## src/rtl/wdog_pkg.sv

```systemverilog
package wdog_pkg;

    localparam int unsigned DATA_W     = 32;
    localparam int unsigned REG_ADDR_W = 5;

    localparam logic [REG_ADDR_W-1:0] OFS_ID      = 5'h00;
    localparam logic [REG_ADDR_W-1:0] OFS_CTRL    = 5'h10;
    localparam logic [REG_ADDR_W-1:0] OFS_RESTART = 5'h14;
    localparam logic [REG_ADDR_W-1:0] OFS_UNLOCK  = 5'h18;
    localparam logic [REG_ADDR_W-1:0] OFS_STATUS  = 5'h1C;

    localparam logic [DATA_W-1:0] UNLOCK_KEY  = 32'h0000_5AA5;
    localparam logic [DATA_W-1:0] RESTART_KEY = 32'h0000_CAFE;

    // Packed MSB first: [10:8] rst_code, [7:4] int_code, [3] rst_en,
    // [2] int_en, [1] bus_clk_sel, [0] enable
    typedef struct packed {
        logic [2:0] rst_code;
        logic [3:0] int_code;
        logic       rst_en;
        logic       int_en;
        logic       bus_clk_sel;
        logic       enable;
    } ctrl_t;

    typedef enum logic [1:0] {
        ST_OFF      = 2'd0,
        ST_INT_WAIT = 2'd1,
        ST_RST_WAIT = 2'd2,
        ST_HOLD     = 2'd3
    } wd_state_e;

    // First-interval exponent: 6, 8, then 10..15, then odd 17..31
    function automatic logic [4:0] int_exponent(input logic [3:0] code);
        logic [4:0] e;
        if (code == 4'd0)
            e = 5'd6;
        else if (code == 4'd1)
            e = 5'd8;
        else if (code < 4'd8)
            e = 5'({1'b0, code} + 5'd8);
        else
            e = 5'({code, 1'b1});
        return e;
    endfunction

    function automatic logic [4:0] rst_exponent(input logic [2:0] code);
        return 5'({2'b00, code} + 5'd7);
    endfunction

endpackage

```

## src/rtl/wdog_tickgen.sv

```systemverilog
module wdog_tickgen #(
    parameter int unsigned SYNC_STAGES = 2
) (
    input  logic clk,
    input  logic rst_n,
    input  logic ext_clk,
    input  logic bus_clk_sel,
    output logic tick_o
);
    localparam int unsigned CHAIN_W = SYNC_STAGES + 1;

    logic [CHAIN_W-1:0] chain_q;

    always_ff @(posedge clk or negedge rst_n) begin
        if (!rst_n)
            chain_q <= '0;
        else
            chain_q <= {chain_q[CHAIN_W-2:0], ext_clk};
    end

    logic ext_rise;
    assign ext_rise = chain_q[CHAIN_W-2] & ~chain_q[CHAIN_W-1];

    generate
        if (SYNC_STAGES >= 2) begin : g_sel
            assign tick_o = bus_clk_sel ? 1'b1 : ext_rise;
        end else begin : g_sel_min
            assign tick_o = bus_clk_sel | ext_rise;
        end
    endgenerate

    // an external tick never repeats on back-to-back clocks
    assert_ext_tick_spaced_R9: assert property (@(posedge clk) disable iff (!rst_n)
        (!bus_clk_sel && ext_rise) |=> !ext_rise);

endmodule

```

## src/rtl/wdog_regfile.sv

```systemverilog
module wdog_regfile
    import wdog_pkg::*;
#(
    parameter logic [DATA_W-1:0] ID_VALUE = 32'h0002_0100
) (
    input  logic                  clk,
    input  logic                  rst_n,
    input  logic                  psel,
    input  logic                  penable,
    input  logic                  pwrite,
    input  logic [REG_ADDR_W-1:0] paddr,
    input  logic [DATA_W-1:0]     pwdata,
    output logic [DATA_W-1:0]     prdata,
    input  logic                  stage1_done_i,
    output ctrl_t                 ctrl_o,
    output logic                  restart_o,
    output logic                  flag_o
);
    localparam int unsigned CTRL_W = $bits(ctrl_t);

    logic  key_open_q;
    ctrl_t ctrl_q;
    logic  flag_q;

    logic  wr_stb;
    logic  hit_ctrl, hit_restart, hit_unlock, hit_status;
    logic  ctrl_wr, flag_clr;
    ctrl_t ctrl_new;

    always_comb begin
        wr_stb      = psel & penable & pwrite;
        hit_ctrl    = (paddr == OFS_CTRL);
        hit_restart = (paddr == OFS_RESTART);
        hit_unlock  = (paddr == OFS_UNLOCK);
        hit_status  = (paddr == OFS_STATUS);
        ctrl_wr     = wr_stb & hit_ctrl & key_open_q;
        restart_o   = wr_stb & hit_restart & key_open_q & (pwdata == RESTART_KEY);
        flag_clr    = wr_stb & hit_status & pwdata[0];
        ctrl_new    = ctrl_t'(pwdata[CTRL_W-1:0]);
        if (!ctrl_new.enable)
            ctrl_new.rst_en = 1'b0;
    end

    always_ff @(posedge clk or negedge rst_n) begin
        if (!rst_n)
            key_open_q <= 1'b0;
        else if (wr_stb)
            key_open_q <= hit_unlock & (pwdata == UNLOCK_KEY);
    end

    always_ff @(posedge clk or negedge rst_n) begin
        if (!rst_n)
            ctrl_q <= '0;
        else if (ctrl_wr)
            ctrl_q <= ctrl_new;
    end

    always_ff @(posedge clk or negedge rst_n) begin
        if (!rst_n)
            flag_q <= 1'b0;
        else if (stage1_done_i)
            flag_q <= 1'b1;
        else if (flag_clr)
            flag_q <= 1'b0;
    end

    always_comb begin
        case (paddr)
            OFS_ID:     prdata = ID_VALUE;
            OFS_CTRL:   prdata = {{(DATA_W-CTRL_W){1'b0}}, ctrl_q};
            OFS_STATUS: prdata = {{(DATA_W-1){1'b0}}, flag_q};
            default:    prdata = '0;
        endcase
    end

    assign ctrl_o = ctrl_q;
    assign flag_o = flag_q;

    // control changes only right after an open key
    assert_ctrl_keyed_R2: assert property (@(posedge clk) disable iff (!rst_n)
        !$stable(ctrl_q) |-> $past(key_open_q));

    // any non-unlock write closes the key
    assert_key_single_R3: assert property (@(posedge clk) disable iff (!rst_n)
        (wr_stb && !hit_unlock) |=> !key_open_q);

    // flag falls only after a write-one-to-clear
    assert_flag_clear_R7: assert property (@(posedge clk) disable iff (!rst_n)
        $fell(flag_q) |-> $past(wr_stb && hit_status && pwdata[0]));

endmodule

```

## src/rtl/wdog_sequencer.sv

```systemverilog
module wdog_sequencer
    import wdog_pkg::*;
#(
    parameter int unsigned CNT_W = 32
) (
    input  logic  clk,
    input  logic  rst_n,
    input  logic  tick_i,
    input  ctrl_t ctrl_i,
    input  logic  restart_i,
    output logic  stage1_done_o,
    output logic  wdt_rst_o
);
    localparam int unsigned LIM_W = CNT_W + 1;

    wd_state_e        state_q, state_d;
    logic [CNT_W-1:0] cnt_q, cnt_d;
    logic             rst_q, rst_d;
    logic [LIM_W-1:0] int_lim, rst_lim, cnt_ext;
    logic             int_reached, rst_reached;

    always_comb begin
        int_lim     = LIM_W'(1) << int_exponent(ctrl_i.int_code);
        rst_lim     = LIM_W'(1) << rst_exponent(ctrl_i.rst_code);
        cnt_ext     = {1'b0, cnt_q};
        int_reached = (cnt_ext >= int_lim - LIM_W'(1));
        rst_reached = (cnt_ext >= rst_lim - LIM_W'(1));
    end

    // next state and counter
    always_comb begin
        state_d       = state_q;
        cnt_d         = cnt_q;
        rst_d         = 1'b0;
        stage1_done_o = 1'b0;
        if (!ctrl_i.enable) begin
            state_d = ST_OFF;
            cnt_d   = '0;
        end else if (restart_i) begin
            state_d = ST_INT_WAIT;
            cnt_d   = '0;
        end else begin
            unique case (state_q)
                ST_OFF: begin
                    state_d = ST_INT_WAIT;
                    cnt_d   = '0;
                end
                ST_INT_WAIT: begin
                    if (tick_i) begin
                        if (int_reached) begin
                            stage1_done_o = 1'b1;
                            state_d       = ST_RST_WAIT;
                            cnt_d         = '0;
                        end else begin
                            cnt_d = cnt_q + CNT_W'(1);
                        end
                    end
                end
                ST_RST_WAIT: begin
                    if (tick_i) begin
                        if (rst_reached) begin
                            rst_d   = ctrl_i.rst_en;
                            state_d = ST_HOLD;
                            cnt_d   = '0;
                        end else begin
                            cnt_d = cnt_q + CNT_W'(1);
                        end
                    end
                end
                ST_HOLD: begin
                    state_d = ST_HOLD;
                end
            endcase
        end
    end

    // state register
    always_ff @(posedge clk or negedge rst_n) begin
        if (!rst_n) begin
            state_q <= ST_OFF;
            cnt_q   <= '0;
        end else begin
            state_q <= state_d;
            cnt_q   <= cnt_d;
        end
    end

    // outputs
    always_ff @(posedge clk or negedge rst_n) begin
        if (!rst_n)
            rst_q <= 1'b0;
        else
            rst_q <= rst_d;
    end

    assign wdt_rst_o = rst_q;

    // reset request lasts one clock
    assert_rst_one_clock_R8: assert property (@(posedge clk) disable iff (!rst_n)
        rst_q |=> !rst_q);

    // reset request only with reset stage enabled
    assert_rst_gated_R8: assert property (@(posedge clk) disable iff (!rst_n)
        $rose(rst_q) |-> $past(ctrl_i.rst_en));

    // a restart while enabled returns to the first interval
    assert_restart_stage1_R4: assert property (@(posedge clk) disable iff (!rst_n)
        (restart_i && ctrl_i.enable) |=> (state_q == ST_INT_WAIT));

    // holding state stays quiet
    assert_hold_quiet_R10: assert property (@(posedge clk) disable iff (!rst_n)
        (state_q == ST_HOLD && $past(state_q == ST_HOLD)) |-> !rst_q);

endmodule

```

## src/rtl/wdog_timer.sv

```systemverilog
module wdog_timer
    import wdog_pkg::*;
#(
    parameter logic [31:0] ID_VALUE    = 32'h0002_0100,
    parameter int unsigned CNT_W       = 32,
    parameter int unsigned SYNC_STAGES = 2
) (
    input  logic        clk,
    input  logic        rst_n,
    input  logic        ext_clk,
    input  logic        psel,
    input  logic        penable,
    input  logic        pwrite,
    input  logic [4:0]  paddr,
    input  logic [31:0] pwdata,
    output logic [31:0] prdata,
    output logic        irq_o,
    output logic        wdt_rst_o
);
    ctrl_t ctrl;
    logic  restart, flag, stage1_done, tick;

    wdog_regfile #(.ID_VALUE(ID_VALUE)) u_regs (
        .clk(clk), .rst_n(rst_n), .psel(psel), .penable(penable),
        .pwrite(pwrite), .paddr(paddr), .pwdata(pwdata), .prdata(prdata),
        .stage1_done_i(stage1_done), .ctrl_o(ctrl), .restart_o(restart),
        .flag_o(flag)
    );

    wdog_tickgen #(.SYNC_STAGES(SYNC_STAGES)) u_tick (
        .clk(clk), .rst_n(rst_n), .ext_clk(ext_clk),
        .bus_clk_sel(ctrl.bus_clk_sel), .tick_o(tick)
    );

    wdog_sequencer #(.CNT_W(CNT_W)) u_seq (
        .clk(clk), .rst_n(rst_n), .tick_i(tick), .ctrl_i(ctrl),
        .restart_i(restart), .stage1_done_o(stage1_done),
        .wdt_rst_o(wdt_rst_o)
    );

    assign irq_o = flag & ctrl.int_en;

    // interrupt only while the flag is set
    assert_irq_follows_flag_R7: assert property (@(posedge clk) disable iff (!rst_n)
        irq_o |-> flag);

endmodule

```

## config.mk

```make
export PLATFORM = sky130hd
export DESIGN_NAME = wdog_timer
export DESIGN_NICKNAME = d
export VERILOG_FILES = /design/src/rtl/wdog_pkg.sv /design/src/rtl/wdog_tickgen.sv /design/src/rtl/wdog_regfile.sv /design/src/rtl/wdog_sequencer.sv /design/src/rtl/wdog_timer.sv
export SDC_FILE = /design/constraint.sdc
export NUM_CORES = 1
export LEC_CHECK = 0
export BUFFER_PORTS_ARGS = -buffer_cell sky130_fd_sc_hd__buf_2
export CAP_MARGIN = 20
export CORE_AREA = 2 2 106 108
export DETAILED_ROUTE_END_ITERATION = 12
export DIE_AREA = 0 0 108 110
export GPL_TIMING_DRIVEN = 0
export PLACE_DENSITY = 0.77
export SLEW_MARGIN = 15
export SYNTH_ARGS = -nofsm -noshare
export SYNTH_HDL_FRONTEND = slang
export SYNTH_SLANG_ARGS = --single-unit
```

## constraint.sdc

```tcl
create_clock -name clk -period 4.6 [get_ports clk]
set_clock_uncertainty 0.1 [all_clocks]
set_input_delay 0.46 -clock clk [delete_from_list [all_inputs] [get_ports clk]]
set_output_delay 0.46 -clock clk [all_outputs]
set_load 0.005 [all_outputs]
```

### After elaboration in Yosys (flattened, before gate mapping)

Cells that the tools add are included.

* logic and storage cells: 88
* output and inout port bits: 34
* register bits: 51
* input bits: 43

* bitwise logic cells: 13
* reductions and logical operators: 6
* muxes and demuxes: 32
* shift operators: 2
* eq/ne operators: 15
* add/subtract/negate cells: 5
* magnitude comparators: 3

Operator list (number)
* two-way mux 32 bit: 6
* case mux 32 bit (3 select lines): 1
* >= comparator 32 x 33 -> 1 bit: 2
* << shifter 1 x 5 -> 33 bit, first input constant: 2
* subtractor 33 x 1 -> 33 bit, second input constant: 2
* case mux 18 bit (3 select lines): 1
* adder 32 x 1 -> 32 bit, second input constant: 1
* == test 32 x 15 -> 1 bit, second input constant: 1
* == test 32 x 16 -> 1 bit, second input constant: 1
* == test 5 bit, second input constant: 4
* two-way mux 5 bit: 3
* two-way mux 1 bit: 14
* bitwise AND 1 bit: 12
* two-way mux 2 bit: 6
* inequality test 4 x 3 -> 1 bit, second input constant: 2
* inequality test 4 bit, second input constant: 2
* case mux 2 bit (4 select lines): 1
* adder 4 x 4 -> 5 bit, second input constant: 1
* logical NOT 5 bit: 1
* inequality test 5 x 2 -> 1 bit, second input constant: 1
* adder 3 x 3 -> 4 bit, second input constant: 1
* == test 2 bit, second input constant: 2
* == test 4 x 1 -> 1 bit, second input constant: 1
* logical NOT 4 bit: 1
* other kinds (7): 7

### Longest topological paths before layout

Gate-level depths: netlist (run 1).

* depth after elaboration: 13
* depth in mapped cells: 20

### By module

From an unflattened synthesis (run 1), not the netlist that was laid out.

* cell total of the unflattened synthesis: 586
* area, all modules: 4825.9 um^2

By module, submodules not included
* wdog_sequencer: cells each 491, seq. area each 875.8 um^2, times used 1, area each 3786.1 um^2
* wdog_regfile: cells each 89, seq. area each 325.3 um^2, times used 1, area each 947.2 um^2
* wdog_tickgen: cells each 5, seq. area each 75.1 um^2, times used 1, area each 86.3 um^2
* wdog_timer: cells each 1, seq. area each 0.0 um^2, times used 1, area each 6.3 um^2

### Worst setup path before layout (run 1)

OpenSTA, ideal clock, no wires.

* path kind: register -> register
* from: register u_regs.ctrl_q, in the netlist u_regs.ctrl_o[8]
* to: register u_seq.cnt_q[26]
* setup slack: 0.581 ns
* stages on the path, launching flop included: 20
* clock period less this slack: 4.019 ns
* data arrival time: 3.804 ns
* buffers on the path: 3
* library setup time: 0.116 ns
* cells stage by stage: dfrtp_1 > clkbuf_1 > nor2_1 > ha_1 > buf_2 > or4b_1 > nand2_1 > nand3b_1 > o21ai_0 > a21oi_1 > ha_1 > nand4_1 > o22ai_1 > o21a_1 > o31ai_1 > o2bb2ai_1 > a32o_1 > buf_2 > nand2_1 > o311ai_0

* word-level cells in the longest chain between the ends: 9

Ends and longest elaborated chain
* start, declared: line wdog_regfile.sv:22 `ctrl_t ctrl_q;`
* start signal, assigned: line wdog_regfile.sv:55 `ctrl_q <= ctrl_new;`
* adder 3 x 3 -> 4 bit: line wdog_pkg.sv:48 `return 5'({2'b00, code} + 5'd7);`
* << shifter 1 x 5 -> 33 bit: line wdog_sequencer.sv:24 `rst_lim = LIM_W'(1) << rst_exponent(ctrl_i.rst_code);`
* subtractor 33 x 1 -> 33 bit: line wdog_sequencer.sv:27 `rst_reached = (cnt_ext >= rst_lim - LIM_W'(1));`
* >= comparator 32 x 33 -> 1 bit: line wdog_sequencer.sv:27
* two-way mux 32 bit: line wdog_sequencer.sv:61 `if (rst_reached) begin`
* two-way mux 32 bit: line wdog_sequencer.sv:60 `if (tick_i) begin`
* case mux 32 bit (3 select lines): line wdog_sequencer.sv:43 `unique case (state_q)`
* two-way mux 32 bit: line wdog_sequencer.sv:39 `end else if (restart_i) begin`
* two-way mux 32 bit: line wdog_sequencer.sv:36 `if (!ctrl_i.enable) begin`
* end signal, assigned: line wdog_sequencer.sv:84 `cnt_q <= cnt_d;`
* end, declared: line wdog_sequencer.sv:17 `logic [CNT_W-1:0] cnt_q, cnt_d;`

Every way passes these cells. The select of a mux whose other input is x is not followed.
A chain may end at the register's enable or synchronous reset.

### Final worst setup path (run 1)

* from: register u_regs.ctrl_q, in the netlist u_regs.ctrl_o[8]
* to: register u_seq.state_q[1]

* word-level cells in the longest chain between the ends: 6

Ends and longest elaborated chain
* adder 3 x 3 -> 4 bit: line wdog_pkg.sv:48
* << shifter 1 x 5 -> 33 bit: line wdog_sequencer.sv:24
* subtractor 33 x 1 -> 33 bit: line wdog_sequencer.sv:27
* >= comparator 32 x 33 -> 1 bit: line wdog_sequencer.sv:27
* inequality test 4 x 3 -> 1 bit (no line)
* AND reduction 4 bit (no line)
* end signal, assigned: line wdog_sequencer.sv:83 `state_q <= state_d;`
* end, declared: line wdog_sequencer.sv:16 `wd_state_e state_q, state_d;`

Every way passes these cells.

==> impl_results.md, run 1 <==
* Status: completed
* EDFF count, synth at 0
* Simple-Gate Fraction of Synth Area at 27.9%
* Met1 GRT Util at 29.8%
* Area of the mapped netlist at 0.00469 mm^2
* Drt wl/cell at 16.5 um
* Pleak at 2.55 nW
* Top_reg_cell synth: dfrtp_1
* Fraction of layout cells with a size suffix above 1 at 18.4%
* Initial antenna violation count at 0
* Total Routing Usage GR at 22.6%
* Design area at 0.00543 mm^2
* GR Layer Usage met3 at 3.12%
* Final Core Density at 50.7%
* CTS buffer count at 5
* Largest net degree at the start of global routing at 33
* Commonest non-fill, non-tap cells in the layout: buf_2 (62), nand2_1 (62), ha_1 (54)
* Num Clock Sinks at 51
* Crit end category: flip-flop
* Fin Hold WS at 5.18 ps
* Vias per inst at 5.90
* Routed vias at 4764
* Die Y at 110 um
* MaxCap Viol Count at 0
* Fmax achieved at 230 MHz
* Number of setup violations in the final report at 0
* Drt total wl at 13300 um
* Sequential share of the synthesized area at 27.2%
* Setup_tns at 0 ps
* Dpl cell area at 0.00527 mm^2
* Cell Rows at 38
* Initial Util at 43.9%
* First-pass GRT wire length at 21500 um
* DRT iter0 DRCs at 353
* Residual DRC at 0
* XOR/XNOR share of the synthesized area at 0.560%
* Total power at 0.865 mW
* Post-CTS sizing at 7
* Library cells used by synthesis at 66
* YS warnings at 0
* Rel. slew slack at 38.2%
* Post-placement cell count at 799
* Busiest grt layer: met2
* Final WS setup at 245 ps
* Hold-fix buffers, CTS at 0
* Adder-cell share of the synthesized area at 14.4%
* Reg2reg path depth at 18
* Synthesized area per cell at 8.15 um^2
* Final period util at 94.7%
* Root Driver: clkbuf_8
* Port bufs at 56
* Number of global-route vias before repair at 4363
* IO Count at 77
* Mux cell area share after synthesis at 4.29%
* Total Nets Final at 763
* Clock transition at path regs at 90 ps
* Tmin final at 4360 ps
* DPL Wire Length at 10300 um
* GP Congestion at 0.929
* Startpoint Class: flip-flop
* Worst-Margin Slew at 920 ps
* Core Box Area at 0.0107 mm^2
* Min-delay worst type: input pin to async pin
* CP required at 4700 ps
* Setup CP Type: flip-flop to flip-flop
* Top cell type's share of synthesized area at 27.2%
* Routed Antenna Nets at 0
* Grt ovf at 0
* Max rail drop VDD at 0.135 mV
* ANT cells at 0
* Async set-reset flop share out of synthesis at 100%
* Cell taking the most area after synthesis: dfrtp_1
* RSZ-0062 raised after global routing: false
* DP Worst Slack at -310 ps
* Flops & latches, synth at 51
* Max FO, Critical Path at 10
* Clock buffer depth at 2
* Compound-gate portion of the synthesized area at 18.1%
* H-tree Lvls at 2
* DIE WIDTH at 108 um
* GR met2 Demand/Resource at 38.7%
* Top post-synthesis cells by area: dfrtp_1 (27%), ha_1 (14%), nand2_1 (5.1%)
* Clock Latency Late Sink at 320 ps
* Die footprint at 0.0119 mm^2
* CTS tree: built
* Area delta synth->final at 15.6%
* Setup repair bufs after CTS at 0
* Slew Viols, Final at 0
* Pre-antenna DRT Iters at 5
* Worst endpoint data arrival time at 4460 ps
* Layout Cells excl Fill at 807
* Largest family of logic cells by synthesized area: simple AND/OR/NAND/NOR gates
* Pwr/cell area at 159 mW/mm^2
* Gate Count Post-Synth at 576
* Hold Fails Final Rpt at 0
-- Yosys cell counts (4+ instances only) --
cell type / count
a21oi_1: 27
a221o_1: 4
a31oi_1: 16
and2_1: 5
and3_1: 15
buf_2: 8
buf_4: 20
clkbuf_1: 16
dfrtp_1: 51
ha_1: 54
inv_1: 24
mux2_2: 9
mux2i_1: 10
nand2_1: 64
nand2b_1: 5
nand3_1: 43
nand4_1: 23
nor2_1: 46
nor3_1: 10
nor4_1: 11
o211ai_1: 7
o21a_1: 4
o21ai_0: 30
o41ai_1: 4
or2_2: 4
or3_1: 5
-- cell families after synthesis --
group,after synthesis
mux,19
flops,51
other cells,2
simple gates,253
xor+xnor,3
fa+ha+maj,54
compound gates,125
buf+inv,69
-- power by group --
group          switching, mW  internal (mW)  total (mW)
Clock                  0.164          0.165       0.329
Sequential          0.000685          0.450       0.450
Combinational         0.0469         0.0394      0.0862
-- path summary, 6_finish.rpt --
| kind | start | end | slack, ps |
|---|---|---|---|
| setup / recovery | u_regs.ctrl_o[8] | u_seq.state_q[1] | 240 |
| hold / removal | rst_n | u_regs.ctrl_o[10] | 5 |
| setup reg to reg | u_regs.ctrl_o[8] | u_seq.state_q[1] | 240 |
| hold reg to reg | u_tick.chain_q[0] | u_tick.chain_q[1] | 260 |
| max in group asynchronous | rst_n | u_seq.cnt_q[19] | 3850 |
| min in group clk | ext_clk | u_tick.chain_q[0] | 150 |
-- final cells by class --
class	instances	area, um^2
Clock inverter	2	38.8
Tap cell	140	175
Clock buffer	6	72.6
Buffer	45	265
Fill cell	1044	5270
Sequential cell	51	1280
Timing Repair Buffer	57	300
Inverter	24	90.1
Multi-Input combinational cell	482	3210
-- routing by layer --
layer / share of wire [%] / wire length, um
met1: 42 / 5540
met2: 50 / 6690
met3: 5.9 / 783
met4: 2.2 / 299
met5: 0 / 0
-- worst max-delay path, stage by stage, from the launching register on --
cell       delay (ps)
dfrtp_1           380
clkbuf_2          210
nor2_4            180
ha_1              160
buf_2             180
or4b_4            530
nand2_2           150
nand3b_1           80
o21ai_0            90
a21oi_1           100
ha_1              330
nand4_1           110
o22ai_1            90
o21a_1            170
o31ai_1           290
o2bb2ai_2         210
a32oi_2           220
a21oi_1           310
mux2_2            360
-- sequential cells by signal (all words and copies together), names as in the netlist --
name,flops
u_seq.cnt_q,32
u_seq.wdt_rst_o,1
u_seq.state_q,2
u_regs.ctrl_o,11
u_regs.key_open_q,1
u_regs.flag_o,1
u_tick.chain_q,3
Power figures use the tool's default switching activity.
==> run 2, diff against run 1 <==
--- a/config.mk
+++ b/config.mk
@@ -5,13 +5,13 @@
 export SDC_FILE = /design/constraint.sdc
 export NUM_CORES = 1
 export LEC_CHECK = 0
-export BUFFER_PORTS_ARGS = -buffer_cell sky130_fd_sc_hd__buf_2
+export BUFFER_PORTS_ARGS = -buffer_cell sky130_fd_sc_hd__buf_4
 export CAP_MARGIN = 20
 export CORE_AREA = 2 2 106 108
 export DETAILED_ROUTE_END_ITERATION = 12
 export DIE_AREA = 0 0 108 110
 export GPL_TIMING_DRIVEN = 0
-export PLACE_DENSITY = 0.77
+export PLACE_DENSITY = 0.73
 export SLEW_MARGIN = 15
 export SYNTH_ARGS = -nofsm -noshare
 export SYNTH_HDL_FRONTEND = slang
==> run 2 against run 1 <==
  * Sequential power barely moved
  * Die area did not move
  * Non-clock buffer count fell by 1
  * Fmax fell by 0.25%
  * Via count rose by 0.36%
  * Worst hold slack improved by 62 ps
  * Flip-flop and latch count did not move
  * Setup slack got worse by 11 ps
  * Critical path type unchanged
==> impl_results.md, run 2 (synthesis results as in run 1) <==
* Status: completed
* Max reg flops at 32
* RR Startpoint: u_regs.ctrl_o[8]
* Initial antenna violation count at 0
* RSZ-0062 raised after global routing: false
* Commonest non-fill, non-tap cells in the layout: buf_4 (78), nand2_1 (62), ha_1 (54)
* Min-delay worst type: input pin to async pin
* Number of global-route vias before repair at 4406
* Fin Hold WS at 67.5 ps
* Area delta synth->final at 18.7%
* CP required at 4740 ps
* Residual DRC at 0
* Pleak at 2.58 nW
* Reg2reg path depth at 20
* WP buf/inv at 4
* Routed Antenna Nets at 0
* Pre-antenna DRT Iters at 5
* Fmax achieved at 229 MHz
* Hold Fails Final Rpt at 0
* GP Congestion at 0.927
* DP Worst Slack at -316 ps
* R2r endpoint: u_seq.cnt_q[21]
* Design area at 0.00557 mm^2
* Total Routing Usage GR at 22.7%
* Root Driver: clkbuf_8
* MaxCap Viol Count at 0
* Crit end category: flip-flop
* DRT iter0 DRCs at 335
* Setup_tns at 0 ps
* Core Box Area at 0.0107 mm^2
* Die footprint at 0.0119 mm^2
* Initial Util at 43.9%
* Final period util at 94.9%
* Worst endpoint data arrival time at 4510 ps
* IO Count at 77
* Total power at 0.874 mW
* Setup CP Type: flip-flop to flip-flop
* Dpl cell area at 0.00539 mm^2
* Final WS setup at 234 ps
* Max FO, Critical Path at 10
* Routed vias at 4781
* DIE WIDTH at 108 um
* Final Core Density at 52.1%
* Port bufs at 56
* CTS tree: built
* Tmin final at 4370 ps
* Layout Cells excl Fill at 806
* Most flop-heavy register: u_seq.cnt_q
* Setup repair bufs after CTS at 0
* Worst-Margin Slew at 891 ps
* Total Nets Final at 762
* Cell-by-cell listing of the critical path: buf_2 -> nor2_4 -> ha_1 -> buf_2 -> or4b_4 -> nand2_2 -> nand3b_1 -> o21ai_0 -> a21oi_1 -> ha_1 -> nand4_1 -> o22ai_1 -> o21a_1 -> o31ai_2 -> o2bb2ai_2 -> a32o_1 -> clkbuf_4 -> clkbuf_4 -> a31oi_1 -> o2bb2ai_1
* Rel. slew slack at 40.1%
* Die Y at 110 um
* Grt ovf at 0
* ANT cells at 0
* Number of setup violations in the final report at 0
* Family with the most delay on the worst path: compound AO/OA/AOI/OAI gates
* Max rail drop VDD at 0.113 mV
* Fraction of layout cells with a size suffix above 1 at 18.6%
* CTS buffer count at 5
* Startpoint Class: flip-flop
* Cell Rows at 38
* First-pass GRT wire length at 21400 um
* Slew Viols, Final at 0
* Post-placement cell count at 798
* Clock buffer depth at 2
* Drt wl/cell at 17.0 um
* H-tree Lvls at 2
* Num Clock Sinks at 51
* Clock Latency Late Sink at 320 ps
* DPL Wire Length at 10400 um
* Drt total wl at 13700 um
* Pwr/cell area at 157 mW/mm^2
* Vias per inst at 5.93
* Clock transition at path regs at 100 ps
* Most common cell after layout, fill and taps aside: buf_4
* Worst path max stage delay at 530 ps
* Worst R2R Setup Slack at 230 ps
* Slowest cell on the critical path: or4b_4
* # fillers at 1006
* Largest net degree at the start of global routing at 52
==> run 2: changes by cell type in the layout (fill, tap and decap cells not counted), sizes merged <==
cell,delta
buf,+1
clkbuf,-2
==> run 2: layout make-up <==
cell class / count / area (um^2) / share of cell area, %
clock inverters: 2 / 38.8 / 0.696
clock buffers: 6 / 72.6 / 1.30
plain buffers: 45 / 268 / 4.81
well taps: 140 / 175 / 3.14
inverters: 24 / 90.1 / 1.62
multi-input cells: 482 / 3230 / 58.0
repair buffers: 56 / 420 / 7.55
flip-flops and latches: 51 / 1280 / 22.9
==> run 2: worst max path at each step <==
stage,startpoint,to,slack [ps],cells after the start
5_1_grt,u_regs.ctrl_o[7],u_seq.cnt_q[17],0.3,15
3_5_place_dp,u_regs.ctrl_o[8],u_seq.cnt_q[26],-320,19
6_report,u_regs.ctrl_o[8],u_seq.cnt_q[21],230,20
4_1_cts,u_regs.ctrl_o[8],u_seq.cnt_q[26],30,19
2_1_floorplan,u_regs.ctrl_o[8],u_seq.cnt_q[26],580,19
3_3_place_gp,u_regs.ctrl_o[8],u_seq.cnt_q[26],-140,19
==> run 2: power breakdown <==
group          total, mW  switching [mW]  leakage (nW)  internal (mW)
clock              0.328           0.163        0.0558          0.165
combinational     0.0954          0.0474          1.84         0.0480
sequential         0.450        0.000675         0.685          0.450
total              0.874           0.211          2.58          0.662
==> run 2: metal layers <==
layer / global-route usage [%] / routed length (um) / up-vias
li1: - / - / 2275
met1: 29.4 / 5930 / 2312
met2: 39.4 / 6890 / 170
met3: 2.53 / 616 / 24
met4: 7.88 / 261 / 0
met5: 0 / 0 / -
==> run 2: repair_timing <==
item / 4_1_cts / 5_1_grt
pin swaps: 0 / 0
gates resized for setup: 7 / 17
hold buffers: 0 / 0
endpoints found under the setup margin: 32 / 33
